## src/rtl/alc_pkg.sv

```systemverilog
package alc_pkg;

  localparam int SMP_W  = 24;
  localparam int MAG_W  = SMP_W - 1;
  localparam int LVL_W  = 7;
  localparam int GAIN_W = 6;

  typedef enum logic [1:0] {
    DIR_HOLD = 2'd0,
    DIR_UP   = 2'd1,
    DIR_DOWN = 2'd2
  } dir_e;

  localparam logic [1:0] SEL_RIGHT = 2'b01;
  localparam logic [1:0] SEL_LEFT  = 2'b10;
  localparam logic [1:0] GATE_MUTE = 2'b01;
  localparam logic [1:0] GATE_RSVD = 2'b11;

  // magnitude of a two's complement sample, most negative value saturated
  function automatic logic [MAG_W-1:0] mag_of(input logic [SMP_W-1:0] s);
    logic [SMP_W-1:0] neg;
    if (!s[SMP_W-1]) return s[MAG_W-1:0];
    if (s[MAG_W-1:0] == '0) return '1;
    neg = -s;
    return neg[MAG_W-1:0];
  endfunction

  // log-like level index: 4 per octave plus two bits under the leading one
  function automatic logic [LVL_W-1:0] lvl_of(input logic [MAG_W-1:0] m);
    logic [MAG_W+1:0] ext;
    logic [LVL_W-1:0] r;
    ext = {m, 2'b00};
    r   = '0;
    for (int i = 0; i < MAG_W; i++) begin
      if (m[i]) r = LVL_W'(4 * i) + LVL_W'(ext[i+1 -: 2]);
    end
    return r;
  endfunction

endpackage

```

## src/rtl/alc_peak.sv

```systemverilog
module alc_peak
  import alc_pkg::*;
#(
  parameter int WIN = 256
) (
  input  logic             clk,
  input  logic             rst_n,
  input  logic             smp_vld,
  input  logic [SMP_W-1:0] smp,
  output logic [LVL_W-1:0] lvl
);

  localparam int CW = (WIN > 1) ? $clog2(WIN) : 1;
  localparam logic [CW-1:0] LAST = CW'(WIN - 1);
  localparam logic [LVL_W-1:0] LVL_TOP = lvl_of('1);

  logic [CW-1:0]    cnt_q, cnt_d;
  logic [MAG_W-1:0] max_q, max_d;
  logic [LVL_W-1:0] lvl_q, lvl_d;
  logic [MAG_W-1:0] cur, big;

  always_comb begin
    cur   = mag_of(smp);
    big   = (cur > max_q) ? cur : max_q;
    cnt_d = cnt_q;
    max_d = max_q;
    lvl_d = lvl_q;
    if (smp_vld) begin
      if (cnt_q == LAST) begin
        cnt_d = '0;
        max_d = '0;
        lvl_d = lvl_of(big);
      end else begin
        cnt_d = cnt_q + CW'(1);
        max_d = big;
      end
    end
  end

  always_ff @(posedge clk or negedge rst_n) begin
    if (!rst_n) begin
      cnt_q <= '0;
      max_q <= '0;
      lvl_q <= '0;
    end else begin
      cnt_q <= cnt_d;
      max_q <= max_d;
      lvl_q <= lvl_d;
    end
  end

  assign lvl = lvl_q;

  AST_LVL_IN_RANGE: assert property (@(posedge clk) disable iff (!rst_n)
    lvl_q <= LVL_TOP);

  AST_LVL_ONLY_AT_WIN_END: assert property (@(posedge clk) disable iff (!rst_n)
    !(smp_vld && cnt_q == LAST) |=> $stable(lvl_q));

endmodule

```

## src/rtl/alc_ramp.sv

```systemverilog
module alc_ramp
  import alc_pkg::*;
#(
  parameter int ATK_BASE_MS = 6,
  parameter int DCY_BASE_MS = 24,
  parameter int CODE_MAX    = 10,
  parameter int SPAN        = 40
) (
  input  logic       clk,
  input  logic       rst_n,
  input  logic       tick,
  input  dir_e       dir,
  input  logic [3:0] atk_code,
  input  logic [3:0] dcy_code,
  output logic       step
);

  localparam int TOP_MS = ((ATK_BASE_MS > DCY_BASE_MS) ? ATK_BASE_MS : DCY_BASE_MS)
                          * (2 ** CODE_MAX);
  localparam int AW = $clog2(TOP_MS + SPAN) + 1;

  logic [AW-1:0] acc_q, acc_d;
  dir_e          prev_q;
  logic [3:0]    sh;
  logic [AW-1:0] ramp, sum, rem;

  always_comb begin
    if (dir == DIR_DOWN) begin
      sh   = (atk_code > 4'(CODE_MAX)) ? 4'(CODE_MAX) : atk_code;
      ramp = AW'(ATK_BASE_MS) << sh;
    end else begin
      sh   = (dcy_code > 4'(CODE_MAX)) ? 4'(CODE_MAX) : dcy_code;
      ramp = AW'(DCY_BASE_MS) << sh;
    end
    sum   = acc_q + AW'(SPAN);
    rem   = sum - ramp;
    step  = 1'b0;
    acc_d = acc_q;
    if (dir == DIR_HOLD || dir != prev_q) begin
      acc_d = '0;
    end else if (tick) begin
      if (sum >= ramp) begin
        step  = 1'b1;
        acc_d = (rem >= ramp) ? ramp - AW'(1) : rem;
      end else begin
        acc_d = sum;
      end
    end
  end

  always_ff @(posedge clk or negedge rst_n) begin
    if (!rst_n) begin
      acc_q  <= '0;
      prev_q <= DIR_HOLD;
    end else begin
      acc_q  <= acc_d;
      prev_q <= dir;
    end
  end

  AST_ACC_CLEAR_ON_HOLD: assert property (@(posedge clk) disable iff (!rst_n)
    (dir == DIR_HOLD) |=> (acc_q == '0));

endmodule

```

## src/rtl/alc_ctrl.sv

```systemverilog
module alc_ctrl
  import alc_pkg::*;
#(
  parameter int WIN         = 256,
  parameter int GAIN_RST    = 23,
  parameter int CAP_BASE    = 15,
  parameter int CAP_STEP    = 4,
  parameter int TGT_BASE    = 73,
  parameter int THR_BASE    = 41,
  parameter int RANGE_CODES = 45,
  parameter int ATK_BASE_MS = 6,
  parameter int DCY_BASE_MS = 24,
  parameter int CODE_MAX    = 10
) (
  input  logic        clk,
  input  logic        rst_n,
  input  logic        smp_vld,
  input  logic [23:0] smp_l,
  input  logic [23:0] smp_r,
  input  logic        ms_tick,
  input  logic [1:0]  chan_sel,
  input  logic [2:0]  max_gain,
  input  logic [3:0]  target,
  input  logic [3:0]  atk_code,
  input  logic [3:0]  dcy_code,
  input  logic [4:0]  gate_thr,
  input  logic [1:0]  gate_type,
  input  logic        gate_en,
  input  logic [5:0]  man_gain,
  output logic [5:0]  gain_code,
  output logic        mute
);

  localparam int SPAN = (RANGE_CODES * 9) / 10;

  // reset: asserted at once, released through two flops
  logic [1:0] rst_sync_q;
  logic       rst_ni;

  always_ff @(posedge clk or negedge rst_n) begin
    if (!rst_n) rst_sync_q <= 2'b00;
    else        rst_sync_q <= {rst_sync_q[0], 1'b1};
  end
  assign rst_ni = rst_sync_q[1];

  logic             en;
  logic [SMP_W-1:0] smp_sel;
  logic [LVL_W-1:0] pk_lvl, tgt_lvl, thr_lvl;
  logic [GAIN_W-1:0] cap;
  logic             gate_act, gate_mute;
  dir_e             dir;
  logic             step;
  logic [GAIN_W-1:0] gain_q, gain_d;
  logic             mute_q, mute_d;

  assign en      = (chan_sel == SEL_RIGHT) || (chan_sel == SEL_LEFT);
  assign smp_sel = (chan_sel == SEL_LEFT) ? smp_l : smp_r;

  alc_peak #(.WIN(WIN)) u_peak (
    .clk     (clk),
    .rst_n   (rst_ni),
    .smp_vld (smp_vld),
    .smp     (smp_sel),
    .lvl     (pk_lvl)
  );

  always_comb begin
    cap       = GAIN_W'(CAP_BASE) + GAIN_W'(CAP_STEP) * GAIN_W'(max_gain);
    tgt_lvl   = LVL_W'(TGT_BASE) + LVL_W'(target);
    thr_lvl   = LVL_W'(THR_BASE) + LVL_W'(gate_thr);
    gate_act  = en && gate_en && (gate_type != GATE_RSVD) && (pk_lvl < thr_lvl);
    gate_mute = gate_act && (gate_type == GATE_MUTE);
    if (!en || gate_act)                        dir = DIR_HOLD;
    else if (pk_lvl > tgt_lvl && gain_q != '0)  dir = DIR_DOWN;
    else if (pk_lvl < tgt_lvl && gain_q < cap)  dir = DIR_UP;
    else                                        dir = DIR_HOLD;
  end

  alc_ramp #(
    .ATK_BASE_MS (ATK_BASE_MS),
    .DCY_BASE_MS (DCY_BASE_MS),
    .CODE_MAX    (CODE_MAX),
    .SPAN        (SPAN)
  ) u_ramp (
    .clk      (clk),
    .rst_n    (rst_ni),
    .tick     (ms_tick),
    .dir      (dir),
    .atk_code (atk_code),
    .dcy_code (dcy_code),
    .step     (step)
  );

  always_comb begin
    gain_d = gain_q;
    mute_d = gate_mute;
    if (!en)                           gain_d = man_gain;
    else if (gain_q > cap)             gain_d = cap;
    else if (step && dir == DIR_UP)    gain_d = gain_q + GAIN_W'(1);
    else if (step && dir == DIR_DOWN)  gain_d = gain_q - GAIN_W'(1);
  end

  always_ff @(posedge clk or negedge rst_ni) begin
    if (!rst_ni) begin
      gain_q <= GAIN_W'(GAIN_RST);
      mute_q <= 1'b0;
    end else begin
      gain_q <= gain_d;
      mute_q <= mute_d;
    end
  end

  assign gain_code = gain_q;
  assign mute      = mute_q;

  AST_MANUAL_FOLLOW: assert property (@(posedge clk) disable iff (!rst_ni)
    !en |=> gain_code == $past(man_gain));

  AST_GAIN_UNDER_CAP: assert property (@(posedge clk) disable iff (!rst_ni)
    en |=> gain_code <= $past(cap));

  AST_ONE_CODE_STEP: assert property (@(posedge clk) disable iff (!rst_ni)
    (en && gain_q <= cap) |=> (gain_q == $past(gain_q) ||
                               gain_q == $past(gain_q) + GAIN_W'(1) ||
                               gain_q + GAIN_W'(1) == $past(gain_q)));

  AST_NO_TICK_NO_MOVE: assert property (@(posedge clk) disable iff (!rst_ni)
    (en && !ms_tick && gain_q <= cap) |=> $stable(gain_q));

  AST_GATE_FREEZE: assert property (@(posedge clk) disable iff (!rst_ni)
    (en && gate_en && !gate_type[0] && pk_lvl < thr_lvl && gain_q <= cap)
      |=> $stable(gain_q));

  AST_MUTE_CAUSE: assert property (@(posedge clk) disable iff (!rst_ni)
    !(en && gate_en && gate_type == GATE_MUTE) |=> !mute);

endmodule

```

## config.mk

```make
export PLATFORM = sky130hd
export DESIGN_NAME = alc_ctrl
export DESIGN_NICKNAME = d
export VERILOG_FILES = /design/src/rtl/alc_pkg.sv /design/src/rtl/alc_peak.sv /design/src/rtl/alc_ramp.sv /design/src/rtl/alc_ctrl.sv
export SDC_FILE = /design/constraint.sdc
export NUM_CORES = 1
export LEC_CHECK = 0
export BUFFER_PORTS_ARGS = -buffer_cell sky130_fd_sc_hd__buf_2
export CAP_MARGIN = 10
export CORE_MARGIN = 3
export CORE_UTILIZATION = 56
export CTS_CLUSTER_DIAMETER = 50
export DETAILED_ROUTE_END_ITERATION = 8
export PLACE_DENSITY = 0.77
export SLEW_MARGIN = 20
export SYNTH_ARGS = -nofsm -noshare
export SYNTH_HDL_FRONTEND = slang
export SYNTH_SLANG_ARGS = --single-unit
```

## constraint.sdc

```tcl
create_clock -name clk -period 3.05 [get_ports clk]
set_input_delay 0.305 -clock clk [delete_from_list [all_inputs] [get_ports clk]]
set_output_delay 0.305 -clock clk [all_outputs]
set_load 0.01 [all_outputs]
```

==> impl_metrics.py, run 1 <==
metrics = {
    "run_status": {
        "status": "did not finish",
        "stop_stage": "5_1_grt",
        "error": "[ERROR DPL-0038] Utilization greater than 100%, impossible to legalize",
    },
    "synthesis": {
        "muxShareOfSynthArea": 0.0512,
        "ys_types": 96,
        "ys_ff_latch": 65,
        "dominantRegCellSynth": "dfrtp_1",
        "synth-edff-count": 0,
        "post_synth.cell_area_avg_um2": 7.77,
        "synthTopCellsByCount": "110 x nand2_1, 87 x a21oi_1, 85 x ha_1, 70 x nor2_1, 67 x o21ai_0",
        "synthesis.instances": 1083,
        "syn-num-nets": 1252,
        "netlist.area_leader.share": 0.181,
        "yosys.area.top_type": "dfrtp_1",
        "synth-compound-area-share": 0.300,
        "synth-xor-area-share": 0.0583,
        "ys_seq_area_frac": 0.194,
        "synth_top_family_by_area": "compound AO/OA/AOI/OAI gates",
        "yosys.area_share.simple": 0.221,
        "synthArstFlopShare": 1.00,
        "syn_area_um2": 8410,
        "yosys.area_share.adder": 0.129,
        "synth_area_leaders": "dfrtp_1 18%, ha_1 13%, a21oi_1 5.2%",
        "yosysMostFrequentCell": "nand2_1",
        "ys_warn_count": 0,
    },
    "placement": {
        "place_congestion": 0.967,
        "io_buffers": 89,
        "place_inst": 1702,
        "dp_hpwl_mm": 25.4,
    },
    "cts": {
        "cts_max_level": 3,
        "cts_inserted_buffers": 9,
        "cts-root-buf": "clkbuf_16",
        "cts_sinks": 65,
        "cts_buffer_depth": 2,
    },
    "sta": {
        "worst-ep-kind": "register data pin",
        "worst_endpoint": "u_ramp.acc_q[9]$_DFFE_PN0N_/D",
    },
    "floorplan": {
        "start_util": 0.575,
        "dieWidth_um": 129,
        "die_h_um": 129,
        "io_pins": 90,
        "rows": 44,
    },
    "grt": {
        "grt_max_degree": 38,
    },
}
cell families after synthesis:
| group | count (synthesis) |
|---|---|
| simple gates | 360 |
| flops | 65 |
| mux | 41 |
| fa+ha+maj | 86 |
| buf+inv | 102 |
| compound gates | 372 |
| xor+xnor | 56 |
| other cells | 1 |
repair_timing:
item	CTS
endpoints found under the setup margin	52
endpoints found under the hold margin	2
pin swaps	85
hold buffers	1
gates resized for setup	171
setup buffers	68
cloned	3
metrics by stage:
stage	setup WS [ps]	utilization	area (um2)	TNS (ps)	hold slack (ps)
CTS	-2360	0.965	14100	-79130	165
detailed placement	-2600	0.851	12500	-100640	94.2
global placement	-2450	0.851	12500	-94540	90.5
floorplan	-2230	-	9180	-80270	9.41
==> run 2, diff against run 1 <==
CORE_UTILIZATION = 40   (was 56)
CTS_CLUSTER_DIAMETER = unset   (was 50)
PLACE_DENSITY = unset   (was 0.77)
PLACE_DENSITY_LB_ADDON = 0.15   (was unset)
==> run 2 against run 1 <==
Against the previous run: the flow now finishes, with violations (setup timing); synthesized area stayed put; synthesized cell count stayed put.
==> impl_metrics.py, run 2 <==
metrics = {
    "run_status": {
        "status": "finished, violations left",
        "violations": "setup timing",
    },
    "floorplan": {
        "core-area_um2": 20400,
        "start_util": 0.412,
        "dieWidth_um": 151,
        "io_pins": 90,
        "die_area_um2": 22800,
        "die_h_um": 151,
        "rows": 52,
    },
    "grt": {
        "grt_max_degree": 39,
        "antenna_found_initial": 0,
        "overflow": 0,
        "grt_pass1_vias": 10453,
        "grt_use_total": 0.290,
        "grt_pass1_wl_mm": 53.0,
    },
    "min_path": {
        "hold_path_depth": 3,
        "holdPathEnd": "gain_code[5]",
        "hold_path_class": "input pin to flop",
        "hold_start": "man_gain[5]",
    },
    "final_layout": {
        "final_cell_mix": "415 x buf_4, 101 x nand2_1, 87 x buf_2, 69 x ha_1, 64 x nor2_1",
        "diodes": 0,
        "seq_area_um2": 1630,
        "mostFrequentLayoutCell": "buf_4",
        "final_cells": 1900,
        "n_fill_cell": 1529,
        "final_design_area_no_fill_um2": 14800,
        "multi_input_area_um2": 7910,
        "num-nets-final": 1794,
        "area_delta_synth_final_pct": 76.2,
        "utilization": 0.726,
        "largest_reg_flops": 23,
        "largest-register": "u_peak.max_q",
        "reg.largest.list": "u_peak.max_q: 23 flops, u_ramp.acc_q: 16 flops, u_peak.cnt_q: 8 flops",
        "final_layout_size_suffix_gt1_frac": 0.504,
    },
    "sta": {
        "drv_slew": 0,
        "hold_viol": 0,
        "fin_ws_ps": -2420,
        "slew_headroom": 0.329,
        "tightest_slew_ps": 1010,
        "period_needed_ps": 5470,
        "rsz0062_at_grt": "yes",
        "fmax_mhz": 183,
        "timing.hold.ws_ps": 143,
        "finalSetupViolCount": 52,
        "fin_crit_sh": 1.79,
        "finClkSkew_ps": 12.0,
    },
    "cts": {
        "clkLatencyLatePin_ps": 360,
        "cts_buffer_depth": 2,
        "cts_tree": "built",
        "cts_inserted_buffers": 9,
        "path_clk_slew_ps": 70,
        "cts_sinks": 65,
        "cts_max_level": 3,
        "cts-root-buf": "clkbuf_16",
    },
    "routing": {
        "wl_per_cell_um": 18.3,
        "first_pass_iters": 5,
        "routed_wl_mm": 34.7,
        "drt-initial-drc-count": 865,
        "ant_nets": 0,
        "via_count": 10846,
        "route.detailed.drc": 0,
        "routed_via_density": 5.71,
    },
    "power": {
        "finalPower_mw": 10.3,
        "p_leak_nw": 6.83,
        "vdd_drop_max_mv": 0.506,
        "p_per_area_nw_per_um2": 695,
    },
    "placement": {
        "io_buffers": 89,
        "place_inst": 1803,
        "placed_area_um2": 12600,
        "place_congestion": 0.924,
        "dp_hpwl_mm": 24.5,
    },
    "critical_path": {
        "r2r_slack_ps": -2420,
        "reg2reg_to": "u_ramp.acc_q[9]",
        "r2r_start": "u_peak.lvl[1]",
        "start_kind": "flop",
        "cp_max_fo": 7,
        "end_kind": "flop",
        "critPathKind": "flop to flop",
        "r2r_cells": 27,
        "arrival_ps": 5700,
        "cp.required_ps": 3290,
    },
    "synthesis": {
        "syn-num-nets": 1252,
        "synthesis.instances": 1083,
        "yosysMostFrequentCell": "nand2_1",
        "synthTopCellsByCount": "110 x nand2_1, 87 x a21oi_1, 85 x ha_1, 70 x nor2_1, 67 x o21ai_0",
        "post_synth.cell_area_avg_um2": 7.77,
        "netlist.area_leader.share": 0.181,
        "synth-edff-count": 0,
        "ys_seq_area_frac": 0.194,
        "ys_ff_latch": 65,
        "ys_warn_count": 0,
        "yosys.area.top_type": "dfrtp_1",
        "synthArstFlopShare": 1.00,
        "synth_area_leaders": "dfrtp_1 18%, ha_1 13%, a21oi_1 5.2%",
        "syn_area_um2": 8410,
        "ys_types": 96,
        "dominantRegCellSynth": "dfrtp_1",
    },
    "flow_run": {
        "cap_violations": 0,
    },
}
run 2: cell families (layout without fill, tap and decap cells):
| family | Yosys count | in the layout | share of synthesized area |
|---|---|---|---|
| AND/OR/NAND/NOR | 360 | 362 | 0.221 |
| buffers and inverters | 102 | 647 | 0.0465 |
| multiplexers | 41 | 41 | 0.0512 |
| other | 1 | 1 | 0.000446 |
| adder cells (fa/ha/maj) | 86 | 86 | 0.129 |
| AO/OA/AOI/OAI | 372 | 372 | 0.300 |
| flip-flops | 65 | 65 | 0.194 |
| XOR/XNOR | 56 | 56 | 0.0583 |
run 2: worst max-delay path: stages, from the launching register on:
cell and delay (ps):
dfrtp_1 430, ha_1 290, o21a_1 130, o21a_1 170, o2111ai_4 150, a31o_4 290, nor4_4 210, nand2_2 150
inv_2 110, ha_4 200, o21a_1 210, o21ai_2 180, a21oi_2 70, o31a_1 310, o31a_1 290, nor2_2 130
xnor2_2 80, ha_1 340, and3_4 180, a221o_1 280, a21oi_1 110, o21ai_1 100, a31oi_2 180, o21ai_4 110
nand2b_4 170, o211a_1 220, a32oi_1 150, o21ai_1 80
run 2: final cells by class:
cell class,count,area share
clock buffers,10,0.0161
clock inverters,6,0.00447
multi-input cells,918,0.534
repair buffers,568,0.296
inverters,63,0.0171
flip-flops and latches,65,0.110
well taps,270,0.0228
run 2: stage by stage:
stage / TNS [ps] / setup WS, ps
after detailed placement: -103240 / -2640
after global routing: -93670 / -2700
final: -85030 / -2420
after CTS: -78710 / -2250
after global placement: -99440 / -2540
after floorplan: -80270 / -2230
run 2: timing repair:
action | 4_1_cts | 5_1_grt
gates cloned | 4 | 1
endpoints found under the hold margin | 2 | 0
hold buffers | 1 | 0
buffers inserted | 57 | 24
setup endpoints to repair | 52 | 52
pin swaps | 82 | 73
resized for setup | 173 | 80
run 2: worst max-delay path by stage:
stage | startpoint | end | slack (ps) | depth (start not counted)
global route | u_peak.lvl[1] | u_ramp.acc_q[11] | -2700 | 28
global placement | gate_thr[1] | gain_code[5] | -2540 | 31
CTS | u_peak.lvl[1] | u_ramp.acc_q[9] | -2250 | 27
floorplan | target[1] | u_ramp.acc_q[9] | -2230 | 31
detailed placement | gate_thr[1] | u_ramp.acc_q[9] | -2640 | 30
finish | u_peak.lvl[1] | u_ramp.acc_q[9] | -2420 | 27
run 2: where the power goes:
group          leakage (nW)  internal (mW)  switching, mW
registers             0.844           1.06          0.115
logic                  5.84           4.01           4.01
clock network         0.141          0.657          0.456
total                  6.83           5.73           4.58
run 2: metal layers:
layer | track usage | up-vias | wire length [um]
li1 | - | 5189 | -
met1 | 0.416 | 5194 | 16000
met2 | 0.456 | 377 | 15800
met3 | 0.0464 | 86 | 2100
met4 | 0.0730 | 0 | 860
met5 | 0 | - | 0
(Power assumes the default switching activity.)
==> run 3, diff against run 2 <==
SYNTH_HIERARCHICAL = 1   (was unset)
==> run 3 against run 2 <==
Against the previous run: the flow still finishes with violations (setup timing); clock power increased by 4%; flip-flop and latch count is the same; critical path depth is 2 higher; combinational power rose by 14%; synthesized area is 2.9% lower; synthesized cell count decreased by 6.5%; sequential share of layout area up 0.24 points; worst hold slack better by 95 ps; design area fell by 2.1%; register-to-register slack worse by 390 ps; maximum frequency down 6.6%; clock-buffer cell count is 1 higher; critical path type unchanged; critical endpoint is now gain_code[4]; largest power group unchanged.
==> impl_metrics.py, run 3 <==
metrics = {
    "routing": {
        "via_count": 10211,
        "wl_per_cell_um": 18.2,
        "routed_wl_mm": 32.7,
        "first_pass_iters": 6,
        "route.detailed.drc": 0,
        "routed_via_density": 5.67,
        "ant_nets": 0,
        "drt-initial-drc-count": 729,
    },
    "critical_path": {
        "critical-path-max-stage-delay_ps": 560,
        "critPathKind": "flop to flop",
        "end_kind": "flop",
        "cp_top_family": "simple AND/OR/NAND/NOR gates",
        "startpoint": "gain_code[2]",
        "cpMostUsedCell": "buf_6",
        "r2r_start": "gain_code[2]",
        "crit_buf_inv": 7,
        "cp_max_fo": 5,
        "start_kind": "flop",
        "crit_slowest_cell": "dfstp_2",
        "r2r_slack_ps": -2800,
        "arrival_ps": 6120,
        "cp.required_ps": 3320,
    },
    "synthesis": {
        "netlist.area_leader.share": 0.187,
        "muxShareOfSynthArea": 0.0748,
        "synthesis.instances": 1013,
        "synthArstFlopShare": 1.00,
        "ys_seq_area_frac": 0.200,
        "synth-edff-count": 0,
        "syn_area_um2": 8170,
        "synth_top_family_by_area": "compound AO/OA/AOI/OAI gates",
        "yosys.area_share.adder": 0.131,
        "synth-xor-area-share": 0.0728,
        "post_synth.cell_area_avg_um2": 8.06,
        "ys_warn_count": 6,
        "ys_types": 103,
        "ys_ff_latch": 65,
        "yosysMostFrequentCell": "a21oi_1",
        "synthTopCellsByCount": "89 x a21oi_1, 82 x ha_1, 80 x nand2_1, 71 x nor2_1, 61 x dfrtp_1",
        "synth-compound-area-share": 0.261,
        "syn-num-nets": 1179,
        "yosys.area_share.simple": 0.211,
        "dominantRegCellSynth": "dfrtp_1",
        "synth_area_leaders": "dfrtp_1 19%, ha_1 13%, mux2_2 5.5%",
        "yosys.area.top_type": "dfrtp_1",
    },
    "grt": {
        "overflow": 0,
        "grt_use_total": 0.275,
        "grt_pass1_vias": 10142,
        "grt_max_degree": 37,
        "grt_pass1_wl_mm": 49.8,
        "antenna_found_initial": 0,
    },
    "cts": {
        "cts_inserted_buffers": 9,
        "cts-root-buf": "clkbuf_16",
        "cts_sinks": 65,
        "cts_tree": "built",
        "cts_buffer_depth": 2,
        "cts_max_level": 3,
        "clkLatencyLatePin_ps": 340,
        "path_clk_slew_ps": 60,
    },
    "final_layout": {
        "largest_reg_flops": 23,
        "reg.largest.list": "u_peak/max_q: 23 flops, u_ramp/acc_q: 16 flops, u_peak/cnt_q: 8 flops",
        "diodes": 0,
        "final_layout_size_suffix_gt1_frac": 0.549,
        "utilization": 0.734,
        "largest-register": "u_peak/max_q",
        "num-nets-final": 1697,
        "final_cell_mix": "377 x buf_4, 88 x buf_2, 66 x buf_6, 65 x nand2_1, 64 x ha_1",
        "mostFrequentLayoutCell": "buf_4",
        "area_delta_synth_final_pct": 77.8,
    },
    "run_status": {
        "status": "finished, violations left",
        "violations": "setup timing",
    },
    "sta": {
        "tightest_slew_ps": 827,
        "hold_viol": 0,
        "final.setup.tns_ps": -96800,
        "fmax_mhz": 171,
        "rsz0062_at_grt": "yes",
        "slew_headroom": 0.449,
        "finClkSkew_ps": 14.5,
        "drv_slew": 0,
        "finalSetupViolCount": 52,
        "period_needed_ps": 5850,
        "fin_crit_sh": 1.92,
        "fin_ws_ps": -2800,
    },
    "power": {
        "vdd_drop_max_mv": 0.609,
        "p_leak_nw": 6.67,
        "p_sw_mw": 4.98,
        "internal_power_mw": 6.61,
        "finalPower_mw": 11.6,
        "seqPwrFrac": 0.112,
        "clockPowerShare": 0.099,
        "p_per_area_nw_per_um2": 798,
        "power.share.combinational": 0.789,
        "switching_share": 0.429,
    },
    "min_path": {
        "hold_path_class": "input pin to flop",
        "hold_start": "gate_type[0]",
    },
    "placement": {
        "io_buffers": 89,
        "place_ws_ps": -3200,
        "place_congestion": 0.950,
        "dp_hpwl_mm": 22.0,
    },
    "floorplan": {
        "die_h_um": 149,
        "dieWidth_um": 149,
        "io_pins": 90,
        "start_util": 0.413,
        "die_area_um2": 22200,
        "core-area_um2": 19800,
        "rows": 51,
    },
    "flow_run": {
        "cap_violations": 0,
    },
}
-- run 3: cell types whose count changed after synthesis, sizes merged, moves of 9 or more --
cell and change:
nand3 -20, clkbuf -9, nand2 -30, inv -10, mux2 +24, buf +9, mux2i -9
-- run 3: kinds of logic (layout without fill, tap and decap cells) --
logic type / count (synthesis) / count (layout)
compound gates: 326 / 326
simple gates: 320 / 322
buf+inv: 93 / 614
fa+ha+maj: 85 / 85
xor+xnor: 67 / 67
flops: 65 / 65
mux: 56 / 56
other cells: 1 / 1
-- run 3: final timing paths --
path | depth (start not counted) | end
max | 29 | gain_code[4]
max reg2reg | 29 | gain_code[4]
min | 2 | mute
min reg2reg | 0 | rst_sync_q[1]
min in group asynchronous | 2 | rst_sync_q[1]
max in group asynchronous | 1 | u_peak/max_q[21]
-- run 3: power groups by stage --
stage	logic [mW]	registers [mW]	clock network, mW
final	9.14	1.30	1.15
after CTS	8.05	1.28	1.17
after detailed placement	6.52	1.29	0
after global routing	9.72	1.32	1.20
after global placement	6.43	1.28	0
after floorplan	3.76	1.36	0
-- run 3: metal layers --
layer  global-route usage  up-vias  routed length (um)
met5                    0        -                   0
met4               0.0966        0                1180
met3               0.0365      109                1630
met2                0.488      382               16300
met1                0.342     4879               13600
li1                     -     4841                   -
-- run 3: per-stage QoR --
step / instance area, um2 / hold slack, ps / cells
after CTS: 13900 / 231 / 1781
final: 14500 / 238 / 1801
after floorplan: 8900 / 9.41 / 1013
after global placement: 12000 / 90.1 / 1674
after detailed placement: 12000 / 91.4 / 1674
after global routing: 14500 / 251 / 1801
-- run 3: layout make-up --
cell class,instances,area [um2]
timing repair buffer,544,4230
clock inverter,5,78.8
multi-input combinational,857,7770
fill,1431,5260
inverter,54,228
clock buffer,11,243
tap,265,332
sequential,65,1630
-- run 3: what timing repair did --
item,CTS,global route
setup endpoints to repair,52,52
hold endpoints to repair,2,0
cloned,3,2
resized for setup,169,121
hold buffers,1,0
buffers inserted,90,29
pin swaps,111,95
